### config.mk
export PLATFORM = sky130hd
export DESIGN_NAME = prbs_diag
export DESIGN_NICKNAME = d
export VERILOG_FILES = /design/src/rtl/prbs_diag_pkg.sv /design/src/rtl/prbs_gen.sv /design/src/rtl/prbs_chk.sv /design/src/rtl/err_acc.sv /design/src/rtl/prbs_diag.sv
export SDC_FILE = /design/constraint.sdc
export NUM_CORES = 1
export LEC_CHECK = 0
export BUFFER_PORTS_ARGS = -buffer_cell sky130_fd_sc_hd__buf_2
export CORE_MARGIN = 4
export CORE_UTILIZATION = 35
export CTS_BUF_LIST = sky130_fd_sc_hd__clkbuf_8
export DETAILED_ROUTE_END_ITERATION = 10
export GPL_ROUTABILITY_DRIVEN = 0
export PLACE_DENSITY = 0.52
export SYNTH_ARGS = -nofsm -noshare
export SYNTH_HDL_FRONTEND = slang
export SYNTH_SLANG_ARGS = --single-unit
### constraint.sdc
create_clock -name clk -period 13.17 [get_ports clk]
set_input_delay 0.6585 -clock clk [delete_from_list [all_inputs] [get_ports clk]]
set_output_delay 0.6585 -clock clk [all_outputs]
set_load 0.02 [all_outputs]
### src/rtl/prbs_diag_pkg.sv
package prbs_diag_pkg;

  localparam int HIST_W = 31;

  typedef enum logic [1:0] {
    POLY31 = 2'd0,
    POLY23 = 2'd1,
    POLY15 = 2'd2,
    POLY7  = 2'd3
  } poly_t;

  typedef enum logic {
    CHK_HUNT = 1'b0,
    CHK_LOCK = 1'b1
  } chk_state_t;

  // Degree of the polynomial: distance of the far tap.
  function automatic logic [4:0] tap_far(poly_t p);
    case (p)
      POLY31:  return 5'd31;
      POLY23:  return 5'd23;
      POLY15:  return 5'd15;
      default: return 5'd7;
    endcase
  endfunction

  // Distance of the near tap.
  function automatic logic [4:0] tap_near(poly_t p);
    case (p)
      POLY31:  return 5'd28;
      POLY23:  return 5'd18;
      POLY15:  return 5'd14;
      default: return 5'd6;
    endcase
  endfunction

endpackage

### src/rtl/prbs_gen.sv
module prbs_gen
  import prbs_diag_pkg::*;
#(
  parameter int W = 16
) (
  input  logic         clk,
  input  logic         rst_n,
  input  logic         en,
  input  poly_t        sel,
  input  logic         inv,
  input  logic         bit_once,
  input  logic         word_once,
  input  logic         bit_hold,
  input  logic         word_hold,
  output logic [W-1:0] data_o
);

  logic [HIST_W-1:0] hist_q, hist_n;
  logic [W-1:0]      pat, mask, data_n;
  logic [W-1:0]      data_q;
  logic              bit_prev_q, word_prev_q;
  logic              pend_bit_q, pend_word_q;
  logic              pend_bit_n, pend_word_n;
  logic              fire_bit, fire_word;

  // Pattern expansion: W steps of the recurrence, earliest bit at W-1.
  always_comb begin
    logic [HIST_W-1:0] h;
    logic [4:0]        tf, tn;
    logic              nb;
    h  = hist_q;
    tf = tap_far(sel);
    tn = tap_near(sel);
    pat = '0;
    for (int i = W - 1; i >= 0; i--) begin
      nb     = h[tf - 5'd1] ^ h[tn - 5'd1];
      pat[i] = nb;
      h      = {h[HIST_W-2:0], nb};
    end
    hist_n = h;
  end

  // Injection: one-shot requests act on their rising edge and wait for tx.
  always_comb begin
    fire_bit    = (bit_once & ~bit_prev_q) | pend_bit_q;
    fire_word   = (word_once & ~word_prev_q) | pend_word_q;
    if (word_hold || fire_word) begin
      mask = '1;
    end else if (bit_hold || fire_bit) begin
      mask = W'(1);
    end else begin
      mask = '0;
    end
    data_n      = en ? (pat ^ {W{inv}} ^ mask) : '0;
    pend_bit_n  = en ? 1'b0 : fire_bit;
    pend_word_n = en ? 1'b0 : fire_word;
  end

  always_ff @(posedge clk or negedge rst_n) begin
    if (!rst_n) begin
      hist_q <= '1;
    end else if (en) begin
      hist_q <= hist_n;
    end
  end

  always_ff @(posedge clk or negedge rst_n) begin
    if (!rst_n) begin
      data_q      <= '0;
      bit_prev_q  <= 1'b0;
      word_prev_q <= 1'b0;
      pend_bit_q  <= 1'b0;
      pend_word_q <= 1'b0;
    end else begin
      data_q      <= data_n;
      bit_prev_q  <= bit_once;
      word_prev_q <= word_once;
      pend_bit_q  <= pend_bit_n;
      pend_word_q <= pend_word_n;
    end
  end

  assign data_o = data_q;

  // idle transmitter drives zero and its history stays put
  a_r1_idle_zero: assert property (@(posedge clk) disable iff (!rst_n)
    !en |=> (data_o == '0));
  a_r1_hold_state: assert property (@(posedge clk) disable iff (!rst_n)
    !en |=> $stable(hist_q));
  // pending one-shot requests are consumed by a transmitted word
  a_r7_pending_clears: assert property (@(posedge clk) disable iff (!rst_n)
    en |=> (!pend_bit_q && !pend_word_q));

endmodule

### src/rtl/prbs_chk.sv
module prbs_chk
  import prbs_diag_pkg::*;
#(
  parameter int W        = 16,
  parameter int ACQ_BITS = 32,
  parameter int WIN_BITS = 32,
  parameter int LOS_ERRS = 8,
  localparam int CW        = $clog2(W + 1),
  localparam int RUN_W     = $clog2(ACQ_BITS + W + 1),
  localparam int WE_W      = $clog2(LOS_ERRS + W + 1),
  localparam int WIN_WORDS = (WIN_BITS / W > 0) ? (WIN_BITS / W) : 1,
  localparam int WIX_W     = (WIN_WORDS > 1) ? $clog2(WIN_WORDS) : 1
) (
  input  logic          clk,
  input  logic          rst_n,
  input  logic          en,
  input  poly_t         sel,
  input  logic          inv,
  input  logic [W-1:0]  data_i,
  output logic          sync_o,
  output logic          err_o,
  output logic [CW-1:0] cnt_inc
);

  chk_state_t        state_q, state_n;
  logic [HIST_W-1:0] hist_q, hist_n;
  logic [RUN_W-1:0]  run_q, run_n, run_inc;
  logic [WIX_W-1:0]  widx_q, widx_n;
  logic [WE_W-1:0]   werr_q, werr_n, wsum;
  logic [CW-1:0]     errs;
  logic              err_n;

  // Prediction: hunting loads received bits, lock runs on predictions.
  always_comb begin
    logic [HIST_W-1:0] h;
    logic [W-1:0]      d, e;
    logic [4:0]        tf, tn;
    logic              pred;
    d  = data_i ^ {W{inv}};
    h  = hist_q;
    tf = tap_far(sel);
    tn = tap_near(sel);
    e  = '0;
    for (int i = W - 1; i >= 0; i--) begin
      pred = h[tf - 5'd1] ^ h[tn - 5'd1];
      e[i] = d[i] ^ pred;
      h    = {h[HIST_W-2:0], (state_q == CHK_LOCK) ? pred : d[i]};
    end
    hist_n = h;
    errs   = '0;
    for (int i = 0; i < W; i++) begin
      errs = errs + CW'(e[i]);
    end
  end

  // Lock state machine.
  always_comb begin
    state_n = state_q;
    run_n   = run_q;
    widx_n  = widx_q;
    werr_n  = werr_q;
    run_inc = run_q + RUN_W'(W);
    wsum    = werr_q + WE_W'(errs);
    if (!en) begin
      state_n = CHK_HUNT;
      run_n   = '0;
      widx_n  = '0;
      werr_n  = '0;
    end else if (state_q == CHK_HUNT) begin
      if (errs == '0) begin
        if (run_inc >= RUN_W'(ACQ_BITS)) begin
          state_n = CHK_LOCK;
          run_n   = '0;
          widx_n  = '0;
          werr_n  = '0;
        end else begin
          run_n = run_inc;
        end
      end else begin
        run_n = '0;
      end
    end else begin
      if (wsum >= WE_W'(LOS_ERRS)) begin
        state_n = CHK_HUNT;
        run_n   = '0;
        widx_n  = '0;
        werr_n  = '0;
      end else if (widx_q == WIX_W'(WIN_WORDS - 1)) begin
        widx_n = '0;
        werr_n = '0;
      end else begin
        widx_n = widx_q + WIX_W'(1);
        werr_n = wsum;
      end
    end
    err_n   = en && (state_q == CHK_LOCK) && (errs != '0);
    cnt_inc = (en && (state_q == CHK_LOCK)) ? errs : '0;
  end

  always_ff @(posedge clk or negedge rst_n) begin
    if (!rst_n) begin
      hist_q <= '1;
    end else if (en) begin
      hist_q <= hist_n;
    end
  end

  always_ff @(posedge clk or negedge rst_n) begin
    if (!rst_n) begin
      state_q <= CHK_HUNT;
      run_q   <= '0;
      widx_q  <= '0;
      werr_q  <= '0;
      err_o   <= 1'b0;
    end else begin
      state_q <= state_n;
      run_q   <= run_n;
      widx_q  <= widx_n;
      werr_q  <= werr_n;
      err_o   <= err_n;
    end
  end

  assign sync_o = (state_q == CHK_LOCK);

  // disabled checker is never locked; lock follows a clean word
  a_r3_off_unlocked: assert property (@(posedge clk) disable iff (!rst_n)
    !en |=> !sync_o);
  a_r3_lock_after_clean: assert property (@(posedge clk) disable iff (!rst_n)
    $rose(sync_o) |-> ($past(en) && $past(errs == '0)));
  // dense errors inside a window drop lock
  a_r5_loss: assert property (@(posedge clk) disable iff (!rst_n)
    (en && sync_o && (wsum >= WE_W'(LOS_ERRS))) |=> !sync_o);
  // error flag only reports words seen while locked
  a_r12_flag_locked: assert property (@(posedge clk) disable iff (!rst_n)
    err_o |-> $past(sync_o));

endmodule

### src/rtl/err_acc.sv
module err_acc #(
  parameter int HALF  = 16,
  parameter int INC_W = 5,
  localparam int CNT_W = 2 * HALF
) (
  input  logic             clk,
  input  logic             rst_n,
  input  logic             clr,
  input  logic [INC_W-1:0] inc,
  input  logic             snap,
  output logic [HALF-1:0]  hi_o,
  output logic [HALF-1:0]  lo_o
);

  logic [CNT_W-1:0] cnt_q, cnt_n;
  logic [CNT_W:0]   sum;
  logic [HALF-1:0]  lo_q, lo_n;

  always_comb begin
    sum = {1'b0, cnt_q} + (CNT_W + 1)'(inc);
    if (clr) begin
      cnt_n = '0;
      lo_n  = '0;
    end else begin
      cnt_n = sum[CNT_W] ? '1 : sum[CNT_W-1:0];
      lo_n  = snap ? cnt_q[HALF-1:0] : lo_q;
    end
  end

  always_ff @(posedge clk or negedge rst_n) begin
    if (!rst_n) begin
      cnt_q <= '0;
      lo_q  <= '0;
    end else begin
      cnt_q <= cnt_n;
      lo_q  <= lo_n;
    end
  end

  assign hi_o = cnt_q[CNT_W-1:HALF];
  assign lo_o = lo_q;

  // clear and snapshot behaviour
  a_r11_clear_zero: assert property (@(posedge clk) disable iff (!rst_n)
    clr |=> (cnt_q == '0));
  a_r11_snap_coherent: assert property (@(posedge clk) disable iff (!rst_n)
    (snap && !clr) |=> (lo_o == $past(cnt_q[HALF-1:0])));
  // the count never falls and holds at its ceiling
  a_r6_monotonic: assert property (@(posedge clk) disable iff (!rst_n)
    !clr |=> (cnt_q >= $past(cnt_q)));
  a_r6_saturate: assert property (@(posedge clk) disable iff (!rst_n)
    (!clr && (cnt_q == '1)) |=> (cnt_q == '1));

endmodule

### src/rtl/prbs_diag.sv
module prbs_diag
  import prbs_diag_pkg::*;
#(
  parameter int W        = 16,
  parameter int ACQ_BITS = 32,
  parameter int WIN_BITS = 32,
  parameter int LOS_ERRS = 8,
  localparam int HALF = 16,
  localparam int CW   = $clog2(W + 1)
) (
  input  logic            clk,
  input  logic            rst_n,
  input  logic            tx_en,
  input  logic [1:0]      tx_poly,
  input  logic            tx_invert,
  input  logic            inj_bit_once,
  input  logic            inj_word_once,
  input  logic            inj_bit_hold,
  input  logic            inj_word_hold,
  output logic [W-1:0]    tx_data,
  input  logic            rx_en,
  input  logic [1:0]      rx_poly,
  input  logic            rx_invert,
  input  logic [W-1:0]    rx_data,
  output logic            rx_sync,
  output logic            rx_err,
  input  logic            cnt_snap,
  output logic [HALF-1:0] err_cnt_hi,
  output logic [HALF-1:0] err_cnt_lo
);

  logic [1:0]    rs_q;
  logic          rst_n_s;
  logic          rx_en_prev_q;
  logic          cnt_clr;
  logic [CW-1:0] cnt_inc;

  // Reset asserts at once and releases two edges later.
  always_ff @(posedge clk or negedge rst_n) begin
    if (!rst_n) begin
      rs_q <= 2'b00;
    end else begin
      rs_q <= {rs_q[0], 1'b1};
    end
  end
  assign rst_n_s = rs_q[1];

  always_ff @(posedge clk or negedge rst_n_s) begin
    if (!rst_n_s) begin
      rx_en_prev_q <= 1'b0;
    end else begin
      rx_en_prev_q <= rx_en;
    end
  end
  assign cnt_clr = rx_en & ~rx_en_prev_q;

  prbs_gen #(.W(W)) u_gen (
    .clk       (clk),
    .rst_n     (rst_n_s),
    .en        (tx_en),
    .sel       (poly_t'(tx_poly)),
    .inv       (tx_invert),
    .bit_once  (inj_bit_once),
    .word_once (inj_word_once),
    .bit_hold  (inj_bit_hold),
    .word_hold (inj_word_hold),
    .data_o    (tx_data)
  );

  prbs_chk #(
    .W        (W),
    .ACQ_BITS (ACQ_BITS),
    .WIN_BITS (WIN_BITS),
    .LOS_ERRS (LOS_ERRS)
  ) u_chk (
    .clk     (clk),
    .rst_n   (rst_n_s),
    .en      (rx_en),
    .sel     (poly_t'(rx_poly)),
    .inv     (rx_invert),
    .data_i  (rx_data),
    .sync_o  (rx_sync),
    .err_o   (rx_err),
    .cnt_inc (cnt_inc)
  );

  err_acc #(.HALF(HALF), .INC_W(CW)) u_acc (
    .clk   (clk),
    .rst_n (rst_n_s),
    .clr   (cnt_clr),
    .inc   (cnt_inc),
    .snap  (cnt_snap),
    .hi_o  (err_cnt_hi),
    .lo_o  (err_cnt_lo)
  );

endmodule

==> flow_summary.ini <==
[finish]
drive_gt1_frac = 0.251
final_nets = 1238
final_cell_area_sq_um = 12000
seq_area_sq_um = 3660
area_growth_syn_to_layout_pct = 8.62
num_antenna_cells = 0
num-fill-cells = 3083
multi_input_area_sq_um = 6790

[critical_path]
r2r_start = u_chk.hist_q[4]$_DFFE_PN1P_
path_buf_inv = 2
crit_arrival_ns = 10.77
crit_type = in2reg
cp-start-kind = input port
crit_path_start = rx_poly[0]
cp.required_ns = 13.57
critPathSlowestCell = buf_2
crit_top_cell = fa_1
critPathMaxStageDelay_ns = 0.69
cp-end-kind = flop
crit_family = adder cells
cp_max_fo = 42

[grt]
grt_max_degree = 66
first_global_vias = 8742
grt_antenna_before_repair = 0
grt.total_usage = 0.184
grt_overflow = 0
grt_pass1_wl_um = 49900

[logic_synthesis]
synth_edf_count = 0
synth_cell_types = 91
postSynthAreaPerCell_sq_um = 9.48
ys_seq_area_frac = 0.330
synthesis.instances = 1167
synth_flop_cell = dfrtp_1
synth_top_cell_area_share = 0.183
synth_area_leaders = dfrtp_1, dfstp_2, mux2_2
ys_ff_latch = 143
yosysMostFrequentCell = a21oi_1
synth_nets = 1226
synth_top_area_cell = dfrtp_1
async_reset_ff_frac = 1.00
yosysWarnings = 0
syn_area_sq_um = 11100
synth_common_cells = a21oi_1, nor2_1, dfrtp_1, nand2_1, dfstp_2

[drt]
wirelength_um = 31300
drtIter0Drc = 777
drc_errors = 0
dr.pass1.iters = 5
num_vias = 8949
avgRoutedWirePerCell_um = 19.7
postRouteAntennaNets = 0
vias_per_cell = 5.64

[run_status]
status = finished, final reports clean

[sta]
finalMaxSlewViolations = 0
rsz0062_at_grt = false
tns_ns = 0
finalCritPeriodShare = 0.787
max_freq_mhz = 96.4
fin_skew_ns = 0.0214
finalSetupViolations = 0
slew_headroom = 0.231
finalCriticalPeriod_ns = 10.37
hold_viol = 0
worstMarginPinSlew_ns = 1.15

[run]
drv_cap = 0

[clocking]
cts_root_buf = clkbuf_8
htreeDepth = 4
cts.sinks = 143
cts_buffer_depth = 2
cts_resized = 0
insertion_delay_ns = 0.49
cts_tree = built
hold_buffers = 1
cts_setup_buffers = 0
numCtsBuffers = 17
clk_pin_slew_worst_paths_ns = 0.09

[floorplan]
die_width_um = 186
core_area_sq_um = 30900
num_io_pins = 81
fp-row-count = 64
start_util = 0.358
die_h_um = 186
die-area_sq_um = 34500

[power_and_ir_drop]
vdd_drop_max_mv = 0.376
power_density_nw_per_um2 = 286
finalPower_mw = 3.44
cellLeakagePower_nw = 5.11

[placed_design]
io_buffers = 80
dpl.hpwl_um = 22200
dpl_cell_area_sq_um = 11600

[worst_hold_path]
hp-class = reg2async
where the power goes:
group | internal [mW] | switching [mW] | total [mW]
clock | 0.209 | 0.194 | 0.403
sequential | 0.603 | 0.167 | 0.770
combinational | 0.978 | 1.29 | 2.26
total | 1.79 | 1.65 | 3.44
final cells by class:
| cell class | instances | area share |
|---|---|---|
| clock buffer | 17 | 0.0195 |
| clock inverter | 15 | 0.0172 |
| inverter | 45 | 0.0141 |
| multi-input combinational | 883 | 0.564 |
| sequential | 143 | 0.304 |
| tap | 396 | 0.0412 |
| timing repair buffer | 89 | 0.0391 |
per-layer routing:
layer,routed length (um),share of wire,GRT usage,up-vias
li1,-,-,-,4214
met1,14300,0.46,0.255,4360
met2,14200,0.45,0.287,323
met3,1950,0.062,0.0365,52
met4,822,0.026,0.0630,0
met5,0,0,0,-
layout by cell type (no fill, tap or decap), types with 23 or more instances in the layout:
master,Yosys,final
a21oi_1,89,89
nor2_1,82,81
buf_2,10,80
dfrtp_1,81,80
nand2_1,79,79
dfstp_2,62,62
mux2i_1,61,61
mux2_2,61,61
o21ai_0,61,61
xnor2_1,57,56
xor2_1,47,47
inv_1,43,44
mux4_2,27,27
nand3_1,23,23
through the flow:
step	hold WS (ns)	worst slack, ns	utilization	cells
2_1_floorplan	0.331	3.57	-	1167
3_3_place_gp	0.247	2.48	0.374	1555
3_5_place_dp	0.254	2.27	0.374	1555
4_1_cts	0.248	2.79	0.389	1588
5_1_grt	0.251	1.94	0.389	1588
6_report	0.237	2.80	0.389	1588
flip-flops by register name, indices dropped and copies added, names as in the netlist, 2 cells and up:
signal        count
u_chk.werr_q      5
u_acc.lo_o       16
u_chk.run_q       2
u_gen.data_o     16
u_gen.hist_q     31
u_chk.hist_q     31
u_acc.cnt_q      32
rs_q              2
worst paths after layout:
kind / end / cells after the start / slack, ns
max: u_acc.cnt_q[0]$_DFF_PN0_ / 31 / 2.80
max reg2reg: u_acc.cnt_q[0]$_DFF_PN0_ / 30 / 3.38
min reg2reg: u_acc.lo_o[10]$_DFFE_PN0P_ / 0 / 0.24
max in group asynchronous: u_gen.data_o[1]$_DFF_PN0_ / 1 / 11.87
min in group clk: u_gen.word_prev_q$_DFF_PN0_ / 1 / 0.28
min: u_acc.lo_o[10]$_DFFE_PN0P_ / 0 / 0.24
cells by family after synthesis:
logic type / count (synthesis) / share of synthesized area
xor gates and xnor gates: 105 / 0.0843
buffers and inverters: 141 / 0.0581
and+or+nand+nor: 310 / 0.139
muxes: 153 / 0.178
DFF: 143 / 0.330
AOI/OAI and AO/OA: 286 / 0.170
other: 1 / 0.000339
adders and majority gates: 28 / 0.0398
worst reg2reg max path, delay by kind of cell, from the launching register on:
family	cells	cell delay, ns
xor+xnor	5	1.07
compound gates	4	0.74
simple gates	8	2.00
fa+ha+maj	8	3.56
mux	4	1.84
flops	1	0.43
buf+inv	1	0.05
Note: power is estimated with default switching activity, not from simulation.
